### src/rtl/brk_pkg.sv
package brk_pkg;

   typedef enum logic [1:0] {
      KIND_OFF   = 2'd0,
      KIND_FETCH = 2'd1,
      KIND_DATA  = 2'd2,
      KIND_ANY   = 2'd3
   } kind_q_e;

   typedef enum logic [1:0] {
      DIR_OFF   = 2'd0,
      DIR_READ  = 2'd1,
      DIR_WRITE = 2'd2,
      DIR_ANY   = 2'd3
   } dir_q_e;

   typedef enum logic [1:0] {
      SZQ_ANY  = 2'd0,
      SZQ_BYTE = 2'd1,
      SZQ_WORD = 2'd2,
      SZQ_LONG = 2'd3
   } size_q_e;

   localparam logic [1:0] ACC_BYTE = 2'd0;
   localparam logic [1:0] ACC_WORD = 2'd1;
   localparam logic [1:0] ACC_LONG = 2'd2;

   typedef struct packed {
      kind_q_e kind;
      dir_q_e  dir;
      size_q_e size;
   } chan_qual_t;

endpackage

### src/rtl/brk_addr_cmp.sv
module brk_addr_cmp
   import brk_pkg::*;
#(
   parameter int ADDR_W     = 32,
   parameter int EXT_ADDR_W = 27
) (
   input  logic [ADDR_W-1:0] bus_addr,
   input  logic [ADDR_W-1:0] ref_addr,
   input  logic [ADDR_W-1:0] ref_mask,
   input  logic [1:0]        acc_size,
   input  logic              ext,
   output logic              eq
);

   localparam logic [ADDR_W-1:0] EXT_KEEP =
      {{(ADDR_W-EXT_ADDR_W){1'b0}}, {EXT_ADDR_W{1'b1}}};

   logic [ADDR_W-1:0] care;

   always_comb begin
      care = ~ref_mask;
      if (ext) begin
         care = care & EXT_KEEP;
      end else if (acc_size == ACC_WORD) begin
         care[0] = 1'b0;
      end else if (acc_size != ACC_BYTE) begin
         care[1:0] = 2'b00;
      end
   end

   assign eq = (((bus_addr ^ ref_addr) & care) == '0);

endmodule

### src/rtl/brk_data_cmp.sv
module brk_data_cmp
   import brk_pkg::*;
#(
   parameter int DATA_W = 32
) (
   input  logic [DATA_W-1:0] bus_data,
   input  logic [DATA_W-1:0] ref_data,
   input  logic [DATA_W-1:0] ref_mask,
   input  logic [1:0]        acc_size,
   input  logic [1:0]        lane,
   input  logic              full,
   output logic              eq
);

   localparam int HALF  = DATA_W / 2;
   localparam int LANES = DATA_W / 8;

   generate
      if (DATA_W != 32) begin : g_bad_width
         $error("brk_data_cmp: lane selection assumes a 32-bit data bus");
      end
   endgenerate

   logic [HALF-1:0] half_sel;
   logic [7:0]      byte_sel;
   logic [7:0]      byte_ref;
   logic [7:0]      byte_msk;

   always_comb begin
      half_sel = lane[1] ? bus_data[DATA_W-1:HALF] : bus_data[HALF-1:0];
      byte_sel = '0;
      for (int k = 0; k < LANES; k++) begin
         if (lane == k[1:0]) byte_sel = bus_data[8*k +: 8];
      end
      byte_ref = lane[0] ? ref_data[15:8] : ref_data[7:0];
      byte_msk = lane[0] ? ref_mask[15:8] : ref_mask[7:0];
   end

   always_comb begin
      if (full || (acc_size != ACC_BYTE && acc_size != ACC_WORD))
         eq = (((bus_data ^ ref_data) & ~ref_mask) == '0);
      else if (acc_size == ACC_WORD)
         eq = (((half_sel ^ ref_data[HALF-1:0]) & ~ref_mask[HALF-1:0]) == '0);
      else
         eq = (((byte_sel ^ byte_ref) & ~byte_msk) == '0);
   end

endmodule

### src/rtl/brk_chan.sv
module brk_chan
   import brk_pkg::*;
#(
   parameter int ADDR_W     = 32,
   parameter int EXT_ADDR_W = 27,
   parameter int DATA_W     = 32
) (
   input  logic              valid,
   input  logic [ADDR_W-1:0] addr,
   input  logic [DATA_W-1:0] data,
   input  logic [1:0]        size,
   input  logic              write,
   input  logic              fetch,
   input  logic              ext,
   input  logic              ext_en,
   input  logic [ADDR_W-1:0] ref_addr,
   input  logic [ADDR_W-1:0] ref_amask,
   input  chan_qual_t        qual,
   input  logic              data_en,
   input  logic [DATA_W-1:0] ref_data,
   input  logic [DATA_W-1:0] ref_dmask,
   output logic              hit_cpu,
   output logic              hit_ext
);

   logic [1:0] eff_size;
   logic       is_fetch;
   logic       kind_ok, dir_ok, size_ok;
   logic       addr_eq, data_eq, base;

   assign eff_size = (size == 2'd3) ? ACC_LONG : size;
   assign is_fetch = fetch & ~ext;

   always_comb begin
      unique case (qual.kind)
         KIND_FETCH: kind_ok = is_fetch;
         KIND_DATA:  kind_ok = ~is_fetch;
         KIND_ANY:   kind_ok = 1'b1;
         default:    kind_ok = 1'b0;
      endcase
      unique case (qual.dir)
         DIR_READ:  dir_ok = ~write;
         DIR_WRITE: dir_ok = write;
         DIR_ANY:   dir_ok = 1'b1;
         default:   dir_ok = 1'b0;
      endcase
      size_ok = ext || (qual.size == SZQ_ANY) || (qual.size == size_q_e'(eff_size + 2'd1));
   end

   brk_addr_cmp #(.ADDR_W(ADDR_W), .EXT_ADDR_W(EXT_ADDR_W)) u_acmp (
      .bus_addr (addr),
      .ref_addr (ref_addr),
      .ref_mask (ref_amask),
      .acc_size (eff_size),
      .ext      (ext),
      .eq       (addr_eq)
   );

   brk_data_cmp #(.DATA_W(DATA_W)) u_dcmp (
      .bus_data (data),
      .ref_data (ref_data),
      .ref_mask (ref_dmask),
      .acc_size (eff_size),
      .lane     (addr[1:0]),
      .full     (ext),
      .eq       (data_eq)
   );

   assign base    = valid & kind_ok & dir_ok & size_ok & addr_eq & (~data_en | data_eq);
   assign hit_cpu = base & ~ext;
   assign hit_ext = base & ext & ext_en;

endmodule

### src/rtl/bus_break_unit.sv
module bus_break_unit
   import brk_pkg::*;
#(
   parameter int ADDR_W     = 32,
   parameter int EXT_ADDR_W = 27,
   parameter int DATA_W     = 32
) (
   input  logic              clk,
   input  logic              rst_n,
   input  logic              bus_valid,
   input  logic [ADDR_W-1:0] bus_addr,
   input  logic [DATA_W-1:0] bus_data,
   input  logic [1:0]        bus_size,
   input  logic              bus_write,
   input  logic              bus_fetch,
   input  logic              bus_ext,
   input  logic              ext_brk_en,
   input  logic [ADDR_W-1:0] a_addr,
   input  logic [ADDR_W-1:0] a_amask,
   input  logic [1:0]        a_kind,
   input  logic [1:0]        a_dir,
   input  logic [1:0]        a_size,
   input  logic              a_after,
   input  logic [ADDR_W-1:0] b_addr,
   input  logic [ADDR_W-1:0] b_amask,
   input  logic [1:0]        b_kind,
   input  logic [1:0]        b_dir,
   input  logic [1:0]        b_size,
   input  logic              b_after,
   input  logic              b_den,
   input  logic [DATA_W-1:0] b_data,
   input  logic [DATA_W-1:0] b_dmask,
   input  logic              clr_we,
   input  logic [3:0]        clr_wdata,
   output logic [3:0]        brk_flags,
   output logic              brk_req,
   output logic              brk_pc_next
);

   localparam int NUM_CH = 2;
   localparam int FLAG_W = 2 * NUM_CH;

   generate
      if (EXT_ADDR_W < 2 || EXT_ADDR_W >= ADDR_W) begin : g_bad_ext
         $error("bus_break_unit: external address width must be in [2, ADDR_W)");
      end
   endgenerate

   logic [NUM_CH-1:0] hit_cpu, hit_ext, hit_any, after_v;
   logic [FLAG_W-1:0] flags_q, flags_set;
   logic              brk_q, pcn_q, pcn_d, fetch_cpu;

   assign after_v = {b_after, a_after};

   for (genvar c = 0; c < NUM_CH; c++) begin : g_ch
      chan_qual_t        q;
      logic [ADDR_W-1:0] ra, rm;
      logic [DATA_W-1:0] rd, rdm;
      logic              den;
      if (c == 1) begin : g_with_data
         assign q   = '{kind: kind_q_e'(b_kind), dir: dir_q_e'(b_dir), size: size_q_e'(b_size)};
         assign ra  = b_addr;
         assign rm  = b_amask;
         assign den = b_den;
         assign rd  = b_data;
         assign rdm = b_dmask;
      end else begin : g_addr_only
         assign q   = '{kind: kind_q_e'(a_kind), dir: dir_q_e'(a_dir), size: size_q_e'(a_size)};
         assign ra  = a_addr;
         assign rm  = a_amask;
         assign den = 1'b0;
         assign rd  = '0;
         assign rdm = '0;
      end
      brk_chan #(.ADDR_W(ADDR_W), .EXT_ADDR_W(EXT_ADDR_W), .DATA_W(DATA_W)) u_chan (
         .valid     (bus_valid),
         .addr      (bus_addr),
         .data      (bus_data),
         .size      (bus_size),
         .write     (bus_write),
         .fetch     (bus_fetch),
         .ext       (bus_ext),
         .ext_en    (ext_brk_en),
         .ref_addr  (ra),
         .ref_amask (rm),
         .qual      (q),
         .data_en   (den),
         .ref_data  (rd),
         .ref_dmask (rdm),
         .hit_cpu   (hit_cpu[c]),
         .hit_ext   (hit_ext[c])
      );
   end

   assign hit_any   = hit_cpu | hit_ext;
   assign flags_set = {hit_ext, hit_cpu};
   assign fetch_cpu = bus_fetch & ~bus_ext;
   assign pcn_d     = (|hit_any) & ~(fetch_cpu & (|(hit_any & ~after_v)));

   always_ff @(posedge clk or negedge rst_n) begin
      if (!rst_n) begin
         flags_q <= '0;
         brk_q   <= 1'b0;
         pcn_q   <= 1'b0;
      end else begin
         flags_q <= (clr_we ? (flags_q & clr_wdata) : flags_q) | flags_set;
         brk_q   <= |hit_any;
         pcn_q   <= pcn_d;
      end
   end

   assign brk_flags   = flags_q;
   assign brk_req     = brk_q;
   assign brk_pc_next = pcn_q;

   assert_idle_no_req_R10: assert property (@(posedge clk) disable iff (!rst_n)
      !bus_valid |=> !brk_req);

   assert_req_has_flag_R10: assert property (@(posedge clk) disable iff (!rst_n)
      brk_req |-> (brk_flags != '0));

   assert_ext_gated_R7: assert property (@(posedge clk) disable iff (!rst_n)
      (bus_valid && bus_ext && !ext_brk_en) |=> !brk_req);

   assert_flags_sticky_R9: assert property (@(posedge clk) disable iff (!rst_n)
      !clr_we |=> ((brk_flags & $past(brk_flags)) == $past(brk_flags)));

   assert_ext_spares_cpu_flags_R8: assert property (@(posedge clk) disable iff (!rst_n)
      (bus_ext && !clr_we) |=> (brk_flags[1:0] == $past(brk_flags[1:0])));

   assert_pc_only_with_req_R11: assert property (@(posedge clk) disable iff (!rst_n)
      !brk_req |-> !brk_pc_next);

endmodule

### config.mk
export PLATFORM = sky130hd
export DESIGN_NAME = bus_break_unit
export DESIGN_NICKNAME = d
export VERILOG_FILES = /design/src/rtl/brk_pkg.sv /design/src/rtl/brk_addr_cmp.sv /design/src/rtl/brk_data_cmp.sv /design/src/rtl/brk_chan.sv /design/src/rtl/bus_break_unit.sv
export SDC_FILE = /design/constraint.sdc
export NUM_CORES = 1
export LEC_CHECK = 0
export ABC_AREA = 0
export BUFFER_PORTS_ARGS = -buffer_cell sky130_fd_sc_hd__buf_2
export CAP_MARGIN = 20
export CORE_AREA = 8 8 108 110
export DETAILED_ROUTE_END_ITERATION = 8
export DIE_AREA = 0 0 116 118
export SLEW_MARGIN = 20
export SYNTH_ARGS = -nofsm -noshare
export SYNTH_HDL_FRONTEND = slang
export SYNTH_SLANG_ARGS = --single-unit
### constraint.sdc
create_clock -name clk -period 0.8 [get_ports clk]
set_clock_uncertainty 0.15 [all_clocks]
set_input_delay 0.08 -clock clk [delete_from_list [all_inputs] [get_ports clk]]
set_output_delay 0.08 -clock clk [all_outputs]
set_load 0.02 [all_outputs]
## Word level (Yosys, flattened, before mapping)

Cells that the tools add are included.

| word-level totals | value |
|---|---|
| memory bits (read-only) | 0 |
| flip-flop bits (word level) | 6 |
| input port bits | 285 |
| latch bits | 0 |
| memories kept | 0 |
| RAM bits | 0 |

| cells by class | value |
|---|---|
| shifts and indexed selects | 0 |
| multiplexer cells | 25 |
| $mul | 0 |
| magnitude comparators | 0 |
| equality and inequality tests | 20 |
| divide/modulo/power cells | 0 |
| add/subtract/negate cells | 1 |
| reductions and logical operators | 17 |
| bitwise gates (word level) | 44 |

Operator list:

| cell | count |
|---|---|
| bitwise AND 32 bit | 3 |
| zero test 32 bit | 3 |
| inverter 32 bit | 3 |
| XOR 32 bit | 3 |
| 2-to-1 mux 30 bit | 2 |
| 2-to-1 mux 8 bit | 6 |
| equality test 2 bit (second input constant) | 11 |
| bitwise AND 1 bit | 18 |
| bitwise AND 16 bit | 1 |
| zero test 16 bit | 1 |
| 2-to-1 mux 16 bit | 1 |
| inverter 16 bit | 1 |
| XOR 16 bit | 1 |
| equality test 2 x 1 -> 1 bit (second input constant) | 6 |
| one-hot mux 1 bit (3 select lines) | 4 |
| 2-to-1 mux 2 bit | 5 |
| bitwise AND 8 bit | 1 |
| zero test 8 bit | 1 |
| inverter 8 bit | 1 |
| XOR 8 bit | 1 |
| zero test 2 bit | 3 |
| 2-to-1 mux 1 bit | 6 |
| logical OR 1 bit | 5 |
| inverter 1 bit | 5 |
| 13 further kinds | 15 |

## Longest topological paths before layout

| depth | value |
|---|---|
| depth in word-level cells | 20 |
| depth in mapped cells | 10 |
| depth with buffers taken out | 8 |

## By module

Synthesis repeated with hierarchy kept, for this count alone.

| second synthesis, totals | value |
|---|---|
| cell total of the unflattened synthesis | 469 |
| area total of the unflattened synthesis | 3868.7 µm² |

By module, submodules not included:

| module | times used | cells an instance | area an instance (µm²) | sequential area each (µm²) |
|---|---|---|---|---|
| brk_data_cmp | 2 | 151 | 1239.9 | 0.0 |
| brk_addr_cmp | 2 | 58 | 451.7 | 0.0 |
| bus_break_unit | 1 | 21 | 245.2 | 150.1 |
| brk_chan | 2 | 15 | 120.1 | 0.0 |

## Least setup slack after synthesis

OpenSTA, ideal clock, no wires.

| path | value |
|---|---|
| path type | input port to flip-flop |
| start | input bus_addr[1] |
| end | register pcn_q, in the netlist brk_pc_next |
| buffers on the path | 2 |
| data required time | 577 ps |
| path slack | -1032 ps |
| arrival | 1609 ps |
| stages on the path | 10 |
| cell sequence | buf_6 -> buf_6 -> mux2i_1 -> xor2_1 -> o22ai_1 -> nor4_1 -> o22a_1 -> o21ai_2 -> a21oi_2 -> a21boi_2 |

| on the way | value |
|---|---|
| word-level cells in the longest chain between the ends | 20 |
| elaborated cells on any way between the ends | 40 |

RTL lines:

| item | line | source |
|---|---|---|
| from (decl) | bus_break_unit.sv:11 | `input logic [ADDR_W-1:0] bus_addr,` |
| zero test 2 bit | brk_data_cmp.sv:33 | `if (lane == k[1:0]) byte_sel = bus_data[8*k +: 8];` |
| 2-to-1 mux 8 bit (2 in series) | brk_data_cmp.sv:33 |  |
| 2-to-1 mux 8 bit (2 in series) | -- |  |
| XOR 8 bit | brk_data_cmp.sv:45 | `eq = (((byte_sel ^ byte_ref) & ~byte_msk) == '0);` |
| bitwise AND 8 bit | brk_data_cmp.sv:45 |  |
| zero test 8 bit | brk_data_cmp.sv:45 |  |
| 2-to-1 mux 1 bit | brk_data_cmp.sv:42 | `else if (acc_size == ACC_WORD)` |
| 2-to-1 mux 1 bit | brk_data_cmp.sv:40 | `if (full \|\| (acc_size != ACC_BYTE && acc_size != ACC_WORD))` |
| [... 2 more ...] | -- |  |
| bitwise AND 1 bit (2 in series) | brk_chan.sv:71 | `assign hit_ext = base & ext & ext_en;` |
| bitwise OR 2 bit (*) | bus_break_unit.sv:95 | `assign hit_any = hit_cpu \| hit_ext;` |
| bitwise AND 2 bit | bus_break_unit.sv:98 | `assign pcn_d = (\|hit_any) & ~(fetch_cpu & (\|(hit_any & ~after_v)));` |
| OR reduction 2 bit | bus_break_unit.sv:98 |  |
| bitwise AND 1 bit | bus_break_unit.sv:98 |  |
| inverter 1 bit | bus_break_unit.sv:98 |  |
| bitwise AND 1 bit (*) | bus_break_unit.sv:98 |  |
| net pcn_d | bus_break_unit.sv:51 | `logic brk_q, pcn_q, pcn_d, fetch_cpu;` |
| to (signal assigned) | bus_break_unit.sv:108 | `pcn_q <= pcn_d;` |
| to (decl) | bus_break_unit.sv:51 |  |

The timed path passes the listed nets; every way through them passes the cells marked *.

## Worst setup path after layout

Same ends and word-level chain as after synthesis.

==> qor.yml <==
status: "finished with violations"
violations: "negative hold slack, negative setup slack"
drtAntennaViolNets: 0
vias: 3494
critPathMaxFanout: 6
drtPass1Iterations: 4
yosys_warnings: 0
critPathTopFamily: "compound AO/OA/AOI/OAI gates"
relSlewSlack_pct: 67.9
criticalPathCategory: "in2reg"
dr_wl_met2_um: 7210
period_needed_ps: 1870
cts_num_sinks: 6
yosys-top-cells-area: "xnor2_1 (39%), o22ai_1 (13%), mux2i_1 (9.3%), dfrtp_1 (6.9%), xor2_1 (4.9%)"
async_reset_ff_share_pct: 100
io-pin-count: 291
r2r_cells: 3
cts_made_buffers: 3
synth_edf_count: 0
combPwrFrac_pct: 77.2
dieWidth_um: 116
yosys-top-cells-count: "xnor2_1 (96), o22ai_1 (45), mux2i_1 (20)"
netlist.top_cell.by_area: "xnor2_1"
pwr-share-clk_pct: 13.5
slowest_delay_ps: 240
finalHoldViolCount: 3
regToRegSetupSlack_ps: -180
ir_drop_uv: 384
wl_um: 13800
yosysUniqueCellTypes: 40
gp_congestion: 0.932
gr-total-overflow: 0
place_area_mm2: 0.00439
drcViolationCount: 0
area_growth_pct: 125
die_h_um: 118
cp_slowest_cell: "o22a_1"
power_per_cell_area_mw_per_mm2: 680
htreeDepth: 1
met1Wirelength_um: 5150
hold_end: "brk_flags[0]"
clkLatencyLatePin_ps: 220
endpoint_kind: "flop"
setup_violations: 12
rsz0062_at_grt: "yes"
grt_pass1_vias: 3991
synth.most_common_cell: "xnor2_1"
design.core.area_mm2: 0.0100
wl_per_cell_um: 17.6
power.switching_uw: 1170
maxCapViolCount: 0
cp_num_buf_inv: 4
internal-power_uw: 2140
grt_usage_pct: 18.6
grt_max_degree: 7
die-area_mm2: 0.0137
portBuffers: 290
synth.avg_cell_area_um2: 8.10
initial_core_util_pct: 21.6
crit_path_frequent_cell: "buf_8"
post-place-ws_ps: -1540
drive_above_1_share_pct: 65.6
crit_required_ps: 750
clock.fmax_ghz: 0.536
yosysTopAreaCellShare_pct: 38.9
fin_crit_sh_pct: 233
dp_hpwl_um: 12600
cts_tree: "yes"
ys_seq_area_share_pct: 6.94
highest_layer: "met4"
fin_area_mm2: 0.00486
rows: 37
worst_slack_ps: -1070
synthCells: 267
slew_violations: 0
final_util_pct: 48.6
cts.path.max_buffers: 2
synthesis.nets: 552
critPathLaunchType: "input port"
tightest_slew_ps: 478
viasPerCell: 4.45
path_clk_slew_ps: 40
hold_start: "clr_wdata[0]"
ys_seq_elements: 6
grt_pass1_wl_um: 20100
worstPathArrival_ps: 1820
worstReg2RegStart: "brk_flags[1]"
leakage_uw: 0.00237
drt_iter0_drc: 109
ys.flop_type: "dfrtp_1"
hp-class: "in2reg"
dr_wl_met3_um: 1210
hold_ws_ps: -36.5
pwr-share-seq_pct: 9.2
holdPathStages: 3
holdBufCountCts: 1
nets: 935
antenna_found_initial: 1
path_cells: "buf_8 -> buf_12 -> buf_8 -> mux2i_4 -> xor2_2 -> o2111ai_2 -> buf_4 -> nor3_2 -> o22a_1 -> o21ai_2 -> a21oi_2 -> a21boi_2"
root_buffer: "clkbuf_8"
r2r-end: "brk_flags[1]"
syn_area_mm2: 0.00216
p_sw_share_pct: 35.3
## kinds of logic after synthesis
group / share of synthesized area, %
xor+xnor: 43.8
compound gates: 24.2
simple gates: 13.4
mux: 10.3
flops: 6.94
buf+inv: 1.45
## tightest hold or removal path: stages
cell and delay [ps]:
buf_2 70, o21ai_0 90, o21ai_2 60
## metrics by stage
stage	TNS, ps	cells	hold slack (ps)	total power, uW
3_3_place_gp	-8380	771	-246	2580
4_1_cts	-7010	782	-38.2	3190
2_1_floorplan	-5050	267	-366	1240
3_5_place_dp	-8590	771	-240	2610
5_1_grt	-7620	785	-11.7	3540
6_report	-6810	785	-36.5	3300
## layout make-up
cell class	instances	area (um2)
fill	1039	5140
timing repair buffer	381	2260
multi-input combinational	257	2230
tap	136	170
sequential	6	150
clock buffer	3	41.3
inverter	1	3.75
antenna	1	2.50
## timing repair
item / in CTS / in global routing
hold endpoints to repair: 10 / 2
pin swaps: 16 / 16
setup endpoints to repair: 12 / 12
buffers inserted: 7 / 2
resized for setup: 44 / 32
## per-layer routing
metal	global-route usage (%)	up-vias
met5	0	-
met4	4.30	0
met3	3.90	18
met2	35.1	157
met1	20.2	1550
li1	-	1769
## sequential cells by signal, indices dropped and copies added (netlist names)
signal       cells
brk_flags        4
brk_pc_next      1
brk_req          1
## power by group through the flow
| stage | combinational [uW] | clock [uW] | sequential [uW] |
|---|---|---|---|
| after floorplan | 935 | 0 | 309 |
| after global placement | 2270 | 0 | 309 |
| after detailed placement | 2300 | 0 | 309 |
| after CTS | 2430 | 454 | 305 |
| after global routing | 2770 | 468 | 305 |
| final | 2550 | 447 | 306 |
## worst max-delay path by stage
stage	from	end	slack (ps)	cells past startpoint
6_report	bus_addr[1]	brk_pc_next	-1070	12
5_1_grt	bus_addr[1]	brk_pc_next	-1200	12
2_1_floorplan	bus_addr[1]	brk_pc_next	-970	10
3_3_place_gp	bus_addr[16]	brk_pc_next	-1580	11
3_5_place_dp	bus_ext	brk_pc_next	-1540	11
4_1_cts	bus_addr[1]	brk_pc_next	-1100	11
## layout by cell type, fill, tap and decap left out, drive strengths merged, types with 2 or more instances in the layout
| cell | netlist | layout |
|---|---|---|
| xor2 | 12 | 12 |
| xnor2 | 96 | 96 |
| nor3 | 5 | 5 |
| nor4b | 2 | 2 |
| nor4 | 11 | 11 |
| mux2 | 2 | 2 |
| o21ai | 13 | 13 |
| or4 | 2 | 2 |
| o22ai | 45 | 45 |
| nand2 | 2 | 2 |
| nor2b | 9 | 9 |
| nand3 | 2 | 2 |
| mux2i | 20 | 20 |
| o221ai | 3 | 3 |
| clkbuf | 0 | 3 |
| a21oi | 4 | 4 |
| dfrtp | 6 | 6 |
| o2111ai | 2 | 2 |
| o211ai | 2 | 2 |
| buf | 3 | 380 |
| nor2 | 13 | 13 |
(Power assumes the default switching activity.)
